File: config.mk
export PLATFORM = sky130hd
export DESIGN_NAME = tcw_wrapper
export DESIGN_NICKNAME = d
export VERILOG_FILES = /design/src/rtl/tcw_pkg.sv /design/src/rtl/tcw_fifo.sv /design/src/rtl/tcw_adv_ctl.sv /design/src/rtl/tcw_wrapper.sv
export SDC_FILE = /design/constraint.sdc
export NUM_CORES = 1
export LEC_CHECK = 0
export ABC_AREA = 1
export BUFFER_PORTS_ARGS = -buffer_cell sky130_fd_sc_hd__buf_4
export CELL_PAD_IN_SITES_DETAIL_PLACEMENT = 1
export CELL_PAD_IN_SITES_GLOBAL_PLACEMENT = 1
export CORE_ASPECT_RATIO = 1.75
export CORE_MARGIN = 4
export CORE_UTILIZATION = 48
export CTS_CLUSTER_DIAMETER = 200
export DETAILED_ROUTE_END_ITERATION = 12
export PLACE_DENSITY = 0.92
export SLEW_MARGIN = 30
export SYNTH_ARGS = -nofsm -noshare
export SYNTH_HDL_FRONTEND = slang
export SYNTH_SLANG_ARGS = --single-unit
File: constraint.sdc
create_clock -name clk -period 4.45 [get_ports clk]
set_input_delay 0.2225 -clock clk [delete_from_list [all_inputs] [get_ports clk]]
set_output_delay 0.2225 -clock clk [all_outputs]
set_load 0.02 [all_outputs]
File: src/rtl/tcw_pkg.sv
package tcw_pkg;

    parameter int unsigned TOK_DW = 8;

    typedef struct packed {
        logic              vld;
        logic [TOK_DW-1:0] data;
    } tok_t;

    typedef enum logic [1:0] {
        ADV_RUN  = 2'd0,
        ADV_HOLD = 2'd1,
        ADV_FREE = 2'd2
    } adv_mode_e;

    // Extract field idx (lw bits wide) of a packed latency vector.
    function automatic int unsigned lat_at(input logic [63:0] vec,
                                           input int unsigned idx,
                                           input int unsigned lw);
        logic [63:0] sh;
        logic [63:0] mask;
        sh   = vec >> (idx * lw);
        mask = (64'd1 << lw) - 64'd1;
        return int'(sh & mask);
    endfunction

endpackage

File: src/rtl/tcw_fifo.sv
module tcw_fifo
    import tcw_pkg::*;
#(
    parameter int unsigned DEPTH   = 4,
    parameter int unsigned PRELOAD = 0
) (
    input  logic clk,
    input  logic rst,
    input  logic push,
    input  tok_t din,
    output logic full,
    input  logic pop,
    output tok_t dout,
    output logic empty
);
    localparam int unsigned AW = (DEPTH > 1) ? $clog2(DEPTH) : 1;
    localparam int unsigned CW = $clog2(DEPTH + 1);
    localparam logic [AW-1:0] LAST   = AW'(DEPTH - 1);
    localparam logic [AW-1:0] WP_RST = AW'(PRELOAD % DEPTH);
    localparam logic [CW-1:0] CNT_RST = CW'(PRELOAD);
    localparam logic [CW-1:0] CNT_MAX = CW'(DEPTH);

    tok_t          mem [DEPTH];
    logic [AW-1:0] wp, rp;
    logic [CW-1:0] cnt;
    logic          wr, rd;

    assign full  = (cnt == CNT_MAX);
    assign empty = (cnt == '0);
    assign wr    = push & ~full;
    assign rd    = pop & ~empty;
    assign dout  = mem[rp];

    always_ff @(posedge clk) begin
        if (rst) begin
            for (int k = 0; k < DEPTH; k++) mem[k] <= '0;
            wp  <= WP_RST;
            rp  <= '0;
            cnt <= CNT_RST;
        end else begin
            if (wr) begin
                mem[wp] <= din;
                wp      <= (wp == LAST) ? '0 : wp + 1'b1;
            end
            if (rd) rp <= (rp == LAST) ? '0 : rp + 1'b1;
            case ({wr, rd})
                2'b10:   cnt <= cnt + 1'b1;
                2'b01:   cnt <= cnt - 1'b1;
                default: cnt <= cnt;
            endcase
        end
    end

    // occupancy never exceeds the depth
    a_r6_no_overflow: assert property (@(posedge clk) disable iff (rst)
        cnt <= CNT_MAX);

    // a full queue that is not drained stays full (extra push discarded)
    a_r6_full_holds: assert property (@(posedge clk) disable iff (rst)
        (full && !pop) |=> full);

    // an empty queue that is not filled stays empty (pop ignored)
    a_r6_empty_holds: assert property (@(posedge clk) disable iff (rst)
        (empty && !push) |=> empty);

endmodule

File: src/rtl/tcw_adv_ctl.sv
module tcw_adv_ctl
    import tcw_pkg::*;
#(
    parameter int unsigned CNT_W = 32
) (
    input  logic             clk,
    input  logic             rst,
    input  logic             stall,
    input  logic             step,
    input  logic             fast,
    input  logic             go_ok,
    output logic             fire,
    output logic             skip_idle,
    output logic [CNT_W-1:0] cycle
);
    adv_mode_e mode;
    logic      pend;
    logic      permit;

    always_comb begin
        if (stall)     mode = ADV_HOLD;
        else if (fast) mode = ADV_FREE;
        else           mode = ADV_RUN;
    end

    assign permit    = (mode != ADV_HOLD) | pend;
    assign fire      = go_ok & permit;
    assign skip_idle = (mode == ADV_FREE);

    always_ff @(posedge clk) begin
        if (rst) begin
            pend <= 1'b0;
        end else if (mode != ADV_HOLD) begin
            pend <= 1'b0;
        end else if (fire) begin
            pend <= 1'b0;
        end else if (step) begin
            pend <= 1'b1;
        end
    end

    always_ff @(posedge clk) begin
        if (rst)                             cycle <= '0;
        else if (fire && mode != ADV_FREE)   cycle <= cycle + 1'b1;
    end

    // a frozen unit advances only once per step permission
    a_r8_one_per_step: assert property (@(posedge clk) disable iff (rst)
        (stall && fire) |=> (!stall || !fire));

    // frozen with no pending step means no advance
    a_r8_hold: assert property (@(posedge clk) disable iff (rst)
        (stall && !pend) |-> !fire);

    // the counter does not move in free-running mode
    a_r9_free_hold: assert property (@(posedge clk) disable iff (rst)
        (fast && !stall) |=> $stable(cycle));

endmodule

File: src/rtl/tcw_wrapper.sv
module tcw_wrapper
    import tcw_pkg::*;
#(
    parameter int unsigned NUM_IN    = 2,
    parameter int unsigned NUM_OUT   = 2,
    parameter int unsigned IN_DEPTH  = 4,
    parameter int unsigned OUT_DEPTH = 4,
    parameter int unsigned LAT_W     = 4,
    parameter logic [NUM_IN*LAT_W-1:0] IN_LAT = 'h2,
    parameter int unsigned CNT_W     = 32
) (
    input  logic                     clk,
    input  logic                     rst,
    input  logic [NUM_IN-1:0]        in_push,
    input  logic [NUM_IN-1:0]        in_flag,
    input  logic [NUM_IN*TOK_DW-1:0] in_data,
    output logic [NUM_IN-1:0]        in_ready,
    output logic [NUM_IN-1:0]        unit_in_flag,
    output logic [NUM_IN*TOK_DW-1:0] unit_in_data,
    input  logic [NUM_OUT-1:0]       unit_out_flag,
    input  logic [NUM_OUT*TOK_DW-1:0] unit_out_data,
    input  logic                     unit_busy,
    output logic                     tgt_adv,
    output logic [NUM_OUT-1:0]       out_valid,
    output logic [NUM_OUT-1:0]       out_flag,
    output logic [NUM_OUT*TOK_DW-1:0] out_data,
    input  logic [NUM_OUT-1:0]       out_pop,
    input  logic                     dbg_stall,
    input  logic                     dbg_step,
    input  logic                     fast_mode,
    output logic [CNT_W-1:0]         tgt_cycle
);
    localparam int unsigned DW = TOK_DW;

    logic [NUM_IN-1:0]  in_empty, in_full, in_ok, in_pop;
    logic [NUM_OUT-1:0] out_empty, out_full, out_push;
    tok_t               in_head  [NUM_IN];
    tok_t               out_head [NUM_OUT];
    logic               go_ok, fire, skip_idle;

    assign go_ok   = (&in_ok) & ~(|out_full) & ~unit_busy;
    assign tgt_adv = fire;

    for (genvar i = 0; i < NUM_IN; i++) begin : g_in
        localparam int unsigned LAT_I = lat_at(64'(IN_LAT), i, LAT_W);
        tok_t in_tok;
        assign in_tok.vld  = in_flag[i];
        assign in_tok.data = in_data[i*DW +: DW];

        tcw_fifo #(.DEPTH(IN_DEPTH), .PRELOAD(LAT_I)) u_q (
            .clk  (clk),
            .rst  (rst),
            .push (in_push[i]),
            .din  (in_tok),
            .full (in_full[i]),
            .pop  (in_pop[i]),
            .dout (in_head[i]),
            .empty(in_empty[i])
        );

        assign in_ok[i]  = ~in_empty[i] & (in_head[i].vld | ~skip_idle);
        assign in_pop[i] = fire | (skip_idle & ~in_empty[i] & ~in_head[i].vld);
        assign in_ready[i]           = ~in_full[i];
        assign unit_in_flag[i]       = in_head[i].vld;
        assign unit_in_data[i*DW +: DW] = in_head[i].data;
    end

    for (genvar j = 0; j < NUM_OUT; j++) begin : g_out
        tok_t o_tok;
        assign o_tok.vld  = unit_out_flag[j];
        assign o_tok.data = unit_out_data[j*DW +: DW];
        assign out_push[j] = fire & (o_tok.vld | ~skip_idle);

        tcw_fifo #(.DEPTH(OUT_DEPTH), .PRELOAD(0)) u_q (
            .clk  (clk),
            .rst  (rst),
            .push (out_push[j]),
            .din  (o_tok),
            .full (out_full[j]),
            .pop  (out_pop[j]),
            .dout (out_head[j]),
            .empty(out_empty[j])
        );

        assign out_valid[j]           = ~out_empty[j];
        assign out_flag[j]            = out_head[j].vld;
        assign out_data[j*DW +: DW]   = out_head[j].data;
    end

    tcw_adv_ctl #(.CNT_W(CNT_W)) u_ctl (
        .clk      (clk),
        .rst      (rst),
        .stall    (dbg_stall),
        .step     (dbg_step),
        .fast     (fast_mode),
        .go_ok    (go_ok),
        .fire     (fire),
        .skip_idle(skip_idle),
        .cycle    (tgt_cycle)
    );

    // every input queue holds a token when the unit advances
    a_r2_inputs_present: assert property (@(posedge clk) disable iff (rst)
        tgt_adv |-> (in_empty == '0));

    // every output queue has room when the unit advances
    a_r3_outputs_room: assert property (@(posedge clk) disable iff (rst)
        tgt_adv |-> (out_full == '0));

    // no advance while the unit reports busy
    a_r4_not_busy: assert property (@(posedge clk) disable iff (rst)
        tgt_adv |-> !unit_busy);

    // outside free-running mode each advance bumps the counter
    a_r7_count_step: assert property (@(posedge clk) disable iff (rst)
        (tgt_adv && !fast_mode) |=> (tgt_cycle != $past(tgt_cycle)));

endmodule

==> flow_summary_export.csv, run 1 <==
group,metric,value,unit
detailed_routing,vias_per_cell,5.56,
detailed_routing,ant_nets,0,
clock_tree,cts_tree,"built",
worst_setup_path,crit_fanout,19,
yosys,syn_area,9980,um2
worst_setup_path,critPathTopFamily,"flip-flops",
flow_run,maxCapViolations,0,
finish,n_antenna_cell,0,
floorplan,ios,119,
yosys,synth_nets,1180,
clock_tree,path_clk_slew,70,ps
hold_path,hold_start,"dbg_step",
place,gp_congestion,0.839,
yosys,ys_types,36,
sta,max_freq,332,MHz
place,dp_slack,1510,ps
pwr,combPwrFrac,25.1,%
finish,final_nets,1293,
detailed_routing,wl_per_cell,19.6,um
yosys,syn_inst,1117,
clock_tree,clock_latency,510,ps
pwr,sw_frac_of_total,32.5,%
worst_setup_path,crit_chain,"clkinv_4 > nand2_1 > nand3_2 > nand2_2 > nand2_2 > nand4_1 > ha_1 > inv_1 > fa_1 > a21oi_1 > o21ai_0 > o21ai_0 > a21oi_1",
clock_tree,cts_sinks,213,
floorplan,die_w,117,um
global_route,grt_max_degree,39,
clock_tree,clockBufferDepth,3,
sta,clock_skew,13.1,ps
sta,timing.hold.ws,30.8,ps
floorplan,coreArea,20400,um2
worst_setup_path,worst-r2r-setup-slack,1440,ps
worst_setup_path,endpoint_kind,"flip-flop",
pwr,power,5.74,mW
finish,post_layout_nonfiller_instances,1492,
clock_tree,cts_made_buffers,20,
place,post-dp-hpwl,21200,um
worst_setup_path,max_stage_delay,740,ps
pwr,p_sw,1.86,mW
detailed_routing,drc,0,
clock_tree,cts_max_level,1,
detailed_routing,first_pass_iters,5,
sta,rsz0062_at_grt,"no",
yosys,synth_warnings,0,
floorplan,start_util,49.0,%
finish,final_util,57.6,%
sta,worstMarginPinSlew,921,ps
floorplan,dieArea,23200,um2
finish,multi_input_area,3710,um2
finish,area_growth,17.7,%
clock_tree,post_cts_buffers,0,
hold_path,worst_hold_path_type,"in2reg",
finish,ff_latch_area,5710,um2
detailed_routing,num_vias,8292,
place,dpl.cell_count,1456,
sta,finalMaxSlewViolations,0,
yosys,ys_top_cells_by_area,"edfxtp_1, dfxtp_1, nor2_1",
detailed_routing,drt-initial-drc-count,369,
sta,layout_setup_ws,1440,ps
worst_setup_path,path_buf_inv,2,
clock_tree,cts_hold_buffers,0,
worst_setup_path,cp.required,4840,ps
global_route,overflow,0,
status,status,"finished clean",
sta,slew-limit-headroom,38.4,%
finish,stdcell_area,11700,um2
sta,setup-violations-final,0,
pwr,power_frac_seq,42.9,%
yosys,yosysSeqAreaShare,57.2,%
worst_setup_path,crit_arrival,3400,ps
pwr,clock_power_share,32.0,%
floorplan,rows,69,
hold_path,holdPathEnd,"u_ctl.pend",
global_route,grt_pass1_vias,9114,
clock_tree,cts_resized,0,
sta,setup-tns-final,0,ps
worst_setup_path,cp_slowest_cell,"dfxtp_1",
finish,drive_above_1_share,14.8,%
global_route,grt_usage,25.7,%
worst_setup_path,r2r_cells,13,
pwr,leakage,4.81,nW
detailed_routing,routed_wl,29200,um
pwr,peakVddDrop,339,uV
clock_tree,clock-root-buffer,"clkbuf_16",
yosys,avgSynthCellArea,8.93,um2
worst_setup_path,r2r-end,"g_out[1].u_q.cnt[2]",
worst_setup_path,path_class,"reg2reg",
sta,finalCriticalPeriod,3010,ps
place,placed_cell_area,11000,um2
worst_setup_path,startpoint_type,"flip-flop",
place,io_buffers,118,
floorplan,die_h,199,um
sta,finalCritPeriodShare,67.7,%
global_route,antenna_found_initial,0,
yosys,yosysTopAreaCell,"edfxtp_1",
yosys,ys_ff_latch,213,
pwr,powerDensity,489,nW/um2
sta,finalHoldViolCount,0,
pwr,p_int,3.88,mW
finish,fillers,2393,
global_route,grt_pass1_wl,46700,um
yosys,yosysTopAreaCellShare,43.3,%
hold_path,whs_path_depth,3,
[worst register-to-register path, cell delays in order, from the launching register on]
cell,delay [ps]
dfxtp_1,740
clkinv_4,270
nand2_1,140
nand3_2,70
nand2_2,130
nand2_2,100
nand4_1,200
ha_1,210
inv_1,90
fa_1,390
a21oi_1,150
o21ai_0,130
o21ai_0,220
a21oi_1,70
[cells in the final DEF (no fill, tap or decap), types with 2 or more instances in the layout]
| cell | synthesis | routed |
|---|---|---|
| a21oi_1 | 47 | 47 |
| and3_1 | 4 | 4 |
| buf_4 | 3 | 122 |
| bufinv_16 | 0 | 4 |
| clkbuf_16 | 0 | 20 |
| clkinv_1 | 0 | 3 |
| clkinv_2 | 0 | 4 |
| clkinv_4 | 2 | 2 |
| dfxtp_1 | 69 | 69 |
| edfxtp_1 | 144 | 144 |
| fa_1 | 4 | 4 |
| ha_1 | 13 | 13 |
| inv_1 | 97 | 97 |
| inv_2 | 4 | 4 |
| nand2_1 | 192 | 192 |
| nand2_2 | 7 | 7 |
| nand3_1 | 25 | 25 |
| nand3_2 | 5 | 5 |
| nand3b_1 | 8 | 8 |
| nand4_1 | 8 | 8 |
| nand4_4 | 6 | 6 |
| nor2_1 | 299 | 298 |
| nor2_2 | 1 | 2 |
| nor2_8 | 2 | 2 |
| nor3_1 | 4 | 4 |
| o211a_1 | 2 | 2 |
| o21ai_0 | 93 | 93 |
| o21bai_1 | 2 | 2 |
| o22ai_1 | 34 | 34 |
| xnor2_1 | 2 | 2 |
| xor2_1 | 6 | 6 |
[synth_stat cells]
cell type / instances
a21oi_1: 47
a31oi_1: 1
and2_1: 1
and3_1: 4
buf_2: 6
buf_4: 3
buf_6: 4
clkbuf_1: 18
clkinv_4: 2
dfxtp_1: 69
edfxtp_1: 144
fa_1: 4
ha_1: 13
inv_1: 97
inv_2: 4
nand2_1: 192
nand2_2: 7
nand3_1: 25
nand3_2: 5
nand3_4: 1
nand3b_1: 8
nand4_1: 8
nand4_4: 6
nor2_1: 299
nor2_2: 1
nor2_4: 1
nor2_8: 2
nor3_1: 4
o2111ai_1: 1
o211a_1: 2
o21ai_0: 93
o21bai_1: 2
o22ai_1: 34
o31ai_1: 1
xnor2_1: 2
xor2_1: 6
[layer usage]
layer	wire length, um	track usage [%]	vias up	share of wire, %
li1	-	-	3944	-
met1	10300	26.4	4084	35
met2	16800	50.4	185	57
met3	963	2.89	79	3.3
met4	1170	11.2	0	4.0
met5	0	0	-	0
[sequential cells by signal, indices dropped and copies added, names as in the netlist, named ones only]
name           count
g_in.u_q.wp        4
g_out.u_q.wp       4
g_out.u_q.rp       4
g_out.u_q.cnt      6
u_ctl.pend         1
u_ctl.cycle       32
g_in.u_q.mem      72
g_in.u_q.cnt       6
g_out.u_q.mem     72
g_in.u_q.rp        4
[layout make-up]
type                            count  area share, %
Clock buffer                       22           4.41
Tap cell                          248           2.64
Sequential cell                   213           48.6
Multi-Input combinational cell    770           31.6
Clock inverter                     14           1.57
Inverter                          103           3.38
Timing Repair Buffer              122           7.80
[worst max-delay path by stage]
stage | startpoint | endpoint | slack [ps] | cells after the start
floorplan | flip-flop | g_in[1].u_q.cnt[2] | 2320 | 15
global placement | flip-flop | g_out[0].u_q.cnt[2] | 1690 | 13
detailed placement | flip-flop | g_out[0].u_q.cnt[2] | 1510 | 13
finish | flip-flop | g_out[1].u_q.cnt[2] | 1440 | 13
global route | flip-flop | g_out[1].u_q.cnt[2] | 1170 | 13
CTS | flip-flop | g_out[1].u_q.cnt[2] | 1420 | 13
[power by group through the flow]
| stage | clock network [mW] | registers [mW] | logic [mW] |
|---|---|---|---|
| final | 1.84 | 2.46 | 1.44 |
| after global routing | 1.95 | 2.49 | 1.57 |
| after floorplan | 0 | 2.42 | 0.952 |
| after detailed placement | 0 | 2.50 | 1.44 |
| after global placement | 0 | 2.48 | 1.36 |
| after CTS | 1.86 | 2.46 | 1.45 |
[cells by family after synthesis]
logic type      Yosys count  share of synthesized area, %
compound gates          181                          9.73
fa+ha+maj                17                          2.43
buf+inv                 134                          5.63
simple gates            564                          24.3
xor+xnor                  8                         0.702
flops                   213                          57.2
Power figures use the tool's default switching activity.
==> run 2, diff against run 1 <==
- CORE_UTILIZATION: 48 -> 45
- PLACE_DENSITY: 0.92 -> 0.88
- clock period: 4.45 -> 2.8 ns (I/O delays scaled with it)
==> flow_summary_export.csv, run 2 (same netlist as run 1, synthesis figures left out) <==
group,metric,value,unit
status,status,"finished clean",
finish,drive_above_1_share,15.9,%
worst_setup_path,r2r_cells,13,
detailed_routing,ant_nets,0,
floorplan,die_w,121,um
sta,finalHoldViolCount,0,
clock_tree,clock_latency,510,ps
worst_setup_path,crit_arrival,2930,ps
global_route,overflow,0,
place,io_buffers,118,
sta,setup-tns-final,0,ps
worst_setup_path,startpoint_type,"flip-flop",
clock_tree,cts_made_buffers,20,
worst_setup_path,worst-r2r-setup-slack,260,ps
finish,final_nets,1333,
finish,fillers,2536,
finish,layout_common_cells,"nor2_1, nand2_1, edfxtp_1",
sta,layout_setup_ws,265,ps
detailed_routing,num_vias,8391,
clock_tree,path_clk_slew,70,ps
sta,rsz0062_at_grt,"no",
global_route,antenna_found_initial,0,
worst_setup_path,endpoint_kind,"flip-flop",
hold_path,worst_hold_path_type,"in2reg",
worst_setup_path,crit_fanout,10,
worst_setup_path,critPathTopFamily,"simple AND/OR/NAND/NOR gates",
floorplan,coreArea,21700,um2
sta,clock_skew,26.6,ps
pwr,leakage,5.00,nW
finish,n_antenna_cell,0,
floorplan,start_util,46.0,%
sta,setup-violations-final,0,
floorplan,rows,71,
worst_setup_path,path_buf_inv,2,
global_route,grt_pass1_wl,47700,um
worst_setup_path,max_stage_delay,450,ps
worst_setup_path,cp.required,3200,ps
finish,multi_input_area,3710,um2
worst_setup_path,crit_end,"g_in[0].u_q.cnt[2]",
detailed_routing,routed_wl,29200,um
sta,finalMaxSlewViolations,0,
detailed_routing,drc,0,
clock_tree,cts_sinks,213,
clock_tree,clockBufferDepth,3,
worst_setup_path,path_class,"reg2reg",
pwr,powerDensity,762,nW/um2
detailed_routing,drt-initial-drc-count,437,
worst_setup_path,cp_slowest_cell,"dfxtp_2",
floorplan,dieArea,24700,um2
worst_setup_path,crit_chain,"inv_2 > nand3_2 > nand2_2 > nand2_2 > nand3_4 > nand2_1 > ha_1 > inv_1 > fa_1 > a21oi_1 > o21ai_0 > o21ai_0 > a21oi_1",
pwr,p_int,6.31,mW
clock_tree,cts_max_level,1,
detailed_routing,vias_per_cell,5.32,
detailed_routing,first_pass_iters,4,
finish,mostFrequentLayoutCell,"nor2_1",
flow_run,maxCapViolations,0,
sta,worstMarginPinSlew,648,ps
sta,max_freq,394,MHz
pwr,combPwrFrac,26.3,%
pwr,peakVddDrop,553,uV
finish,biggestRegsByFlops,"g_in.u_q.mem (72), g_out.u_q.mem (72), u_ctl.cycle (32)",
place,post-dp-hpwl,20900,um
floorplan,ios,119,
sta,finalCritPeriodShare,90.5,%
place,dp_slack,193,ps
place,gp_congestion,0.821,
finish,area_growth,22.1,%
floorplan,die_h,205,um
sta,slew-limit-headroom,56.7,%
detailed_routing,wl_per_cell,18.5,um
worst_setup_path,cp.depth,13,
sta,finalCriticalPeriod,2540,ps
pwr,sw_frac_of_total,32.1,%
global_route,grt_usage,24.2,%
global_route,grt_pass1_vias,9188,
pwr,p_sw,2.98,mW
worst_setup_path,r2r-end,"g_in[0].u_q.cnt[2]",
finish,ff_latch_area,5710,um2
pwr,power_frac_seq,41.3,%
clock_tree,clock-root-buffer,"clkbuf_16",
pwr,clock_power_share,32.3,%
global_route,grt_max_degree,39,
clock_tree,cts_tree,"built",
==> run 2: what timing repair did <==
action / 4_1_cts / 5_1_grt
resized for setup: 0 / 2
setup endpoints to repair: 0 / 2
hold endpoints to repair: 50 / 0
buffers inserted: 0 / 0
hold buffers: 22 / 0
==> run 2: power groups by stage <==
stage                     Clock [mW]  Sequential, mW  Combinational (mW)
after floorplan                    0            3.84                1.51
after global routing            3.18            3.87                2.67
final                           3.00            3.84                2.44
after global placement             0            3.88                2.32
after detailed placement           0            3.91                2.41
after CTS                       3.06            3.84                2.47
==> run 2: final cells by class <==
| type | count | area share [%] |
|---|---|---|
| Tap cell | 292 | 3.00 |
| Clock buffer | 22 | 4.25 |
| Timing Repair Buffer | 162 | 10.5 |
| Multi-Input combinational cell | 770 | 30.5 |
| Inverter | 103 | 3.25 |
| Clock inverter | 14 | 1.67 |
| Sequential cell | 213 | 46.8 |
==> run 2: metrics by stage <==
stage,hold slack [ps],total power [mW],instances,util (%),instance area (um2)
after floorplan,297,5.35,1117,-,9980
after global placement,399,6.20,1518,51.9,11200
after detailed placement,410,6.31,1518,51.9,11200
after CTS,0.161,9.38,1576,56.2,12200
after global routing,7.17,9.72,1576,56.2,12200
final,13.2,9.29,1576,56.2,12200
==> run 2: how the worst min path moves through the flow <==
stage	depth (start not counted)	endpoint	startpoint	slack, ps
2_1_floorplan	2	u_ctl.pend	dbg_step	300
3_3_place_gp	3	u_ctl.pend	dbg_step	400
3_5_place_dp	3	u_ctl.pend	dbg_step	410
4_1_cts	3	g_in[1].u_q.mem[3][5]	in_data[13]	0.2
5_1_grt	3	g_out[0].u_q.mem[3][1]	unit_out_data[1]	7
6_report	3	g_in[0].u_q.mem[1][7]	in_data[7]	10
==> run 2: worst min-delay path, delay by kind of cell <==
kind	cells	cell delay [ps]
buffers and inverters	2	160
and+or+nand+nor	1	110
==> run 2: routing by layer <==
metal	wire [um]	track usage, %	share of wire [%]
met5	0	0	0
met2	16800	48.2	57
met4	981	9.32	3.4
met3	1050	2.54	3.6
met1	10400	25.4	36
==> run 3, diff against run 2 <==
- clock period: 2.8 -> 2.71 ns (I/O delays scaled with it)
==> flow_summary_export.csv, run 3 (same netlist as run 1, synthesis figures left out) <==
group,metric,value,unit
status,status,"finished clean",
worst_setup_path,r2r_cells,13,
finish,drive_above_1_share,16.3,%
worst_setup_path,endpoint_kind,"flip-flop",
finish,fillers,2563,
finish,ff_latch_area,5710,um2
global_route,grt_max_degree,39,
finish,post_layout_nonfiller_instances,1584,
detailed_routing,num_vias,8419,
detailed_routing,first_pass_iters,5,
place,gp_congestion,0.830,
place,io_buffers,118,
sta,finalCritPeriodShare,89.3,%
finish,n_antenna_cell,0,
sta,setup-tns-final,0,ps
hold_path,whs_path_depth,3,
floorplan,coreArea,21700,um2
place,dpl.cell_count,1520,
place,placed_cell_area,11300,um2
global_route,grt_usage,23.7,%
sta,finalCriticalPeriod,2420,ps
finish,final_util,56.4,%
clock_tree,cts_made_buffers,20,
finish,area_growth,22.4,%
sta,slew-limit-headroom,57.2,%
detailed_routing,vias_per_cell,5.32,
flow_run,maxCapViolations,0,
sta,layout_setup_ws,290,ps
worst_setup_path,crit_arrival,2800,ps
finish,mostFrequentLayoutCell,"nor2_1",
clock_tree,cts_tree,"built",
finish,biggestRegsByFlops,"g_in.u_q.mem (72), g_out.u_q.mem (72), u_ctl.cycle (32)",
clock_tree,clock_latency,510,ps
pwr,peakVddDrop,614,uV
global_route,grt_pass1_vias,9153,
worst_setup_path,worst-r2r-setup-slack,290,ps
hold_path,worst_hold_path_type,"in2reg",
sta,max_freq,413,MHz
sta,timing.hold.ws,10.8,ps
worst_setup_path,r2r-end,"g_out[0].u_q.cnt[2]",
detailed_routing,routed_wl,28900,um
detailed_routing,ant_nets,0,
detailed_routing,drt-initial-drc-count,413,
hold_path,holdPathEnd,"g_in[1].u_q.mem[3][4]",
finish,layout_common_cells,"nor2_1, nand2_1, edfxtp_1, buf_4, inv_1",
clock_tree,cts_sinks,213,
global_route,grt_pass1_wl,46800,um
clock_tree,path_clk_slew,60,ps
floorplan,rows,71,
worst_setup_path,startpoint_type,"flip-flop",
place,post-dp-hpwl,20700,um
finish,multi_input_area,3710,um2
finish,stdcell_area,12200,um2
clock_tree,cts_max_level,1,
sta,rsz0062_at_grt,"no",
clock_tree,clockBufferDepth,3,
floorplan,die_w,121,um
floorplan,ios,119,
place,dp_slack,176,ps
sta,worstMarginPinSlew,641,ps
floorplan,dieArea,24700,um2
floorplan,start_util,46.0,%
hold_path,hold_start,"in_data[12]",
global_route,overflow,0,
sta,clock_skew,23.6,ps
pwr,power,9.47,mW
finish,final_nets,1341,
detailed_routing,drc,0,
detailed_routing,wl_per_cell,18.3,um
clock_tree,clock-root-buffer,"clkbuf_16",
worst_setup_path,cp.required,3090,ps
sta,finalHoldViolCount,0,
worst_setup_path,crit_fanout,18,
pwr,leakage,5.00,nW
pwr,powerDensity,775,nW/um2
sta,setup-violations-final,0,
floorplan,die_h,205,um
worst_setup_path,path_class,"reg2reg",
sta,finalMaxSlewViolations,0,
global_route,antenna_found_initial,0,
## run 3: what timing repair did
item,4_1_cts,5_1_grt
endpoints found under the hold margin,64,0
hold buffers,25,0
buffers inserted,0,3
endpoints found under the setup margin,0,4
gates resized for setup,0,3
## run 3: worst max-delay path: stages, from the launching register on
cell      delay (ps)
dfxtp_1          420
clkinv_4         160
nand2_1          110
nand3_2           60
nand2_2          120
nand2_2           90
nand4_1          190
ha_1             190
inv_1             70
fa_1             370
a21oi_1          140
o21ai_0          120
o21ai_0          180
a21oi_1           60
## run 3: metal layers
metal	GRT usage, %	vias to the layer above	share of wire [%]
met5	0	-	0
met4	9.44	0	3.8
met3	2.40	65	3.2
met2	46.8	180	57
met1	25.2	4139	36
li1	-	4035	-
## run 3: how the worst max path moves through the flow
stage | startpoint | endpoint
final | flip-flop | g_out[0].u_q.cnt[2]
after global routing | flip-flop | g_out[0].u_q.cnt[2]
after CTS | flip-flop | g_in[1].u_q.cnt[2]
after detailed placement | flip-flop | g_in[0].u_q.cnt[2]
after global placement | flip-flop | g_in[1].u_q.cnt[2]
after floorplan | flip-flop | g_in[1].u_q.cnt[2]
## run 3: power breakdown
group          internal [mW]  switching (mW)
Combinational          0.878            1.68
Clock                   1.68            1.26
Sequential              3.80           0.173
Total                   6.36            3.11
## run 3: cell type report
type / count / share of cell area (%)
Clock inverter: 14 / 1.35
Sequential cell: 213 / 46.7
Timing Repair Buffer: 170 / 11.1
Tap cell: 292 / 2.99
Multi-Input combinational cell: 770 / 30.4
Clock buffer: 22 / 4.24
Inverter: 103 / 3.25
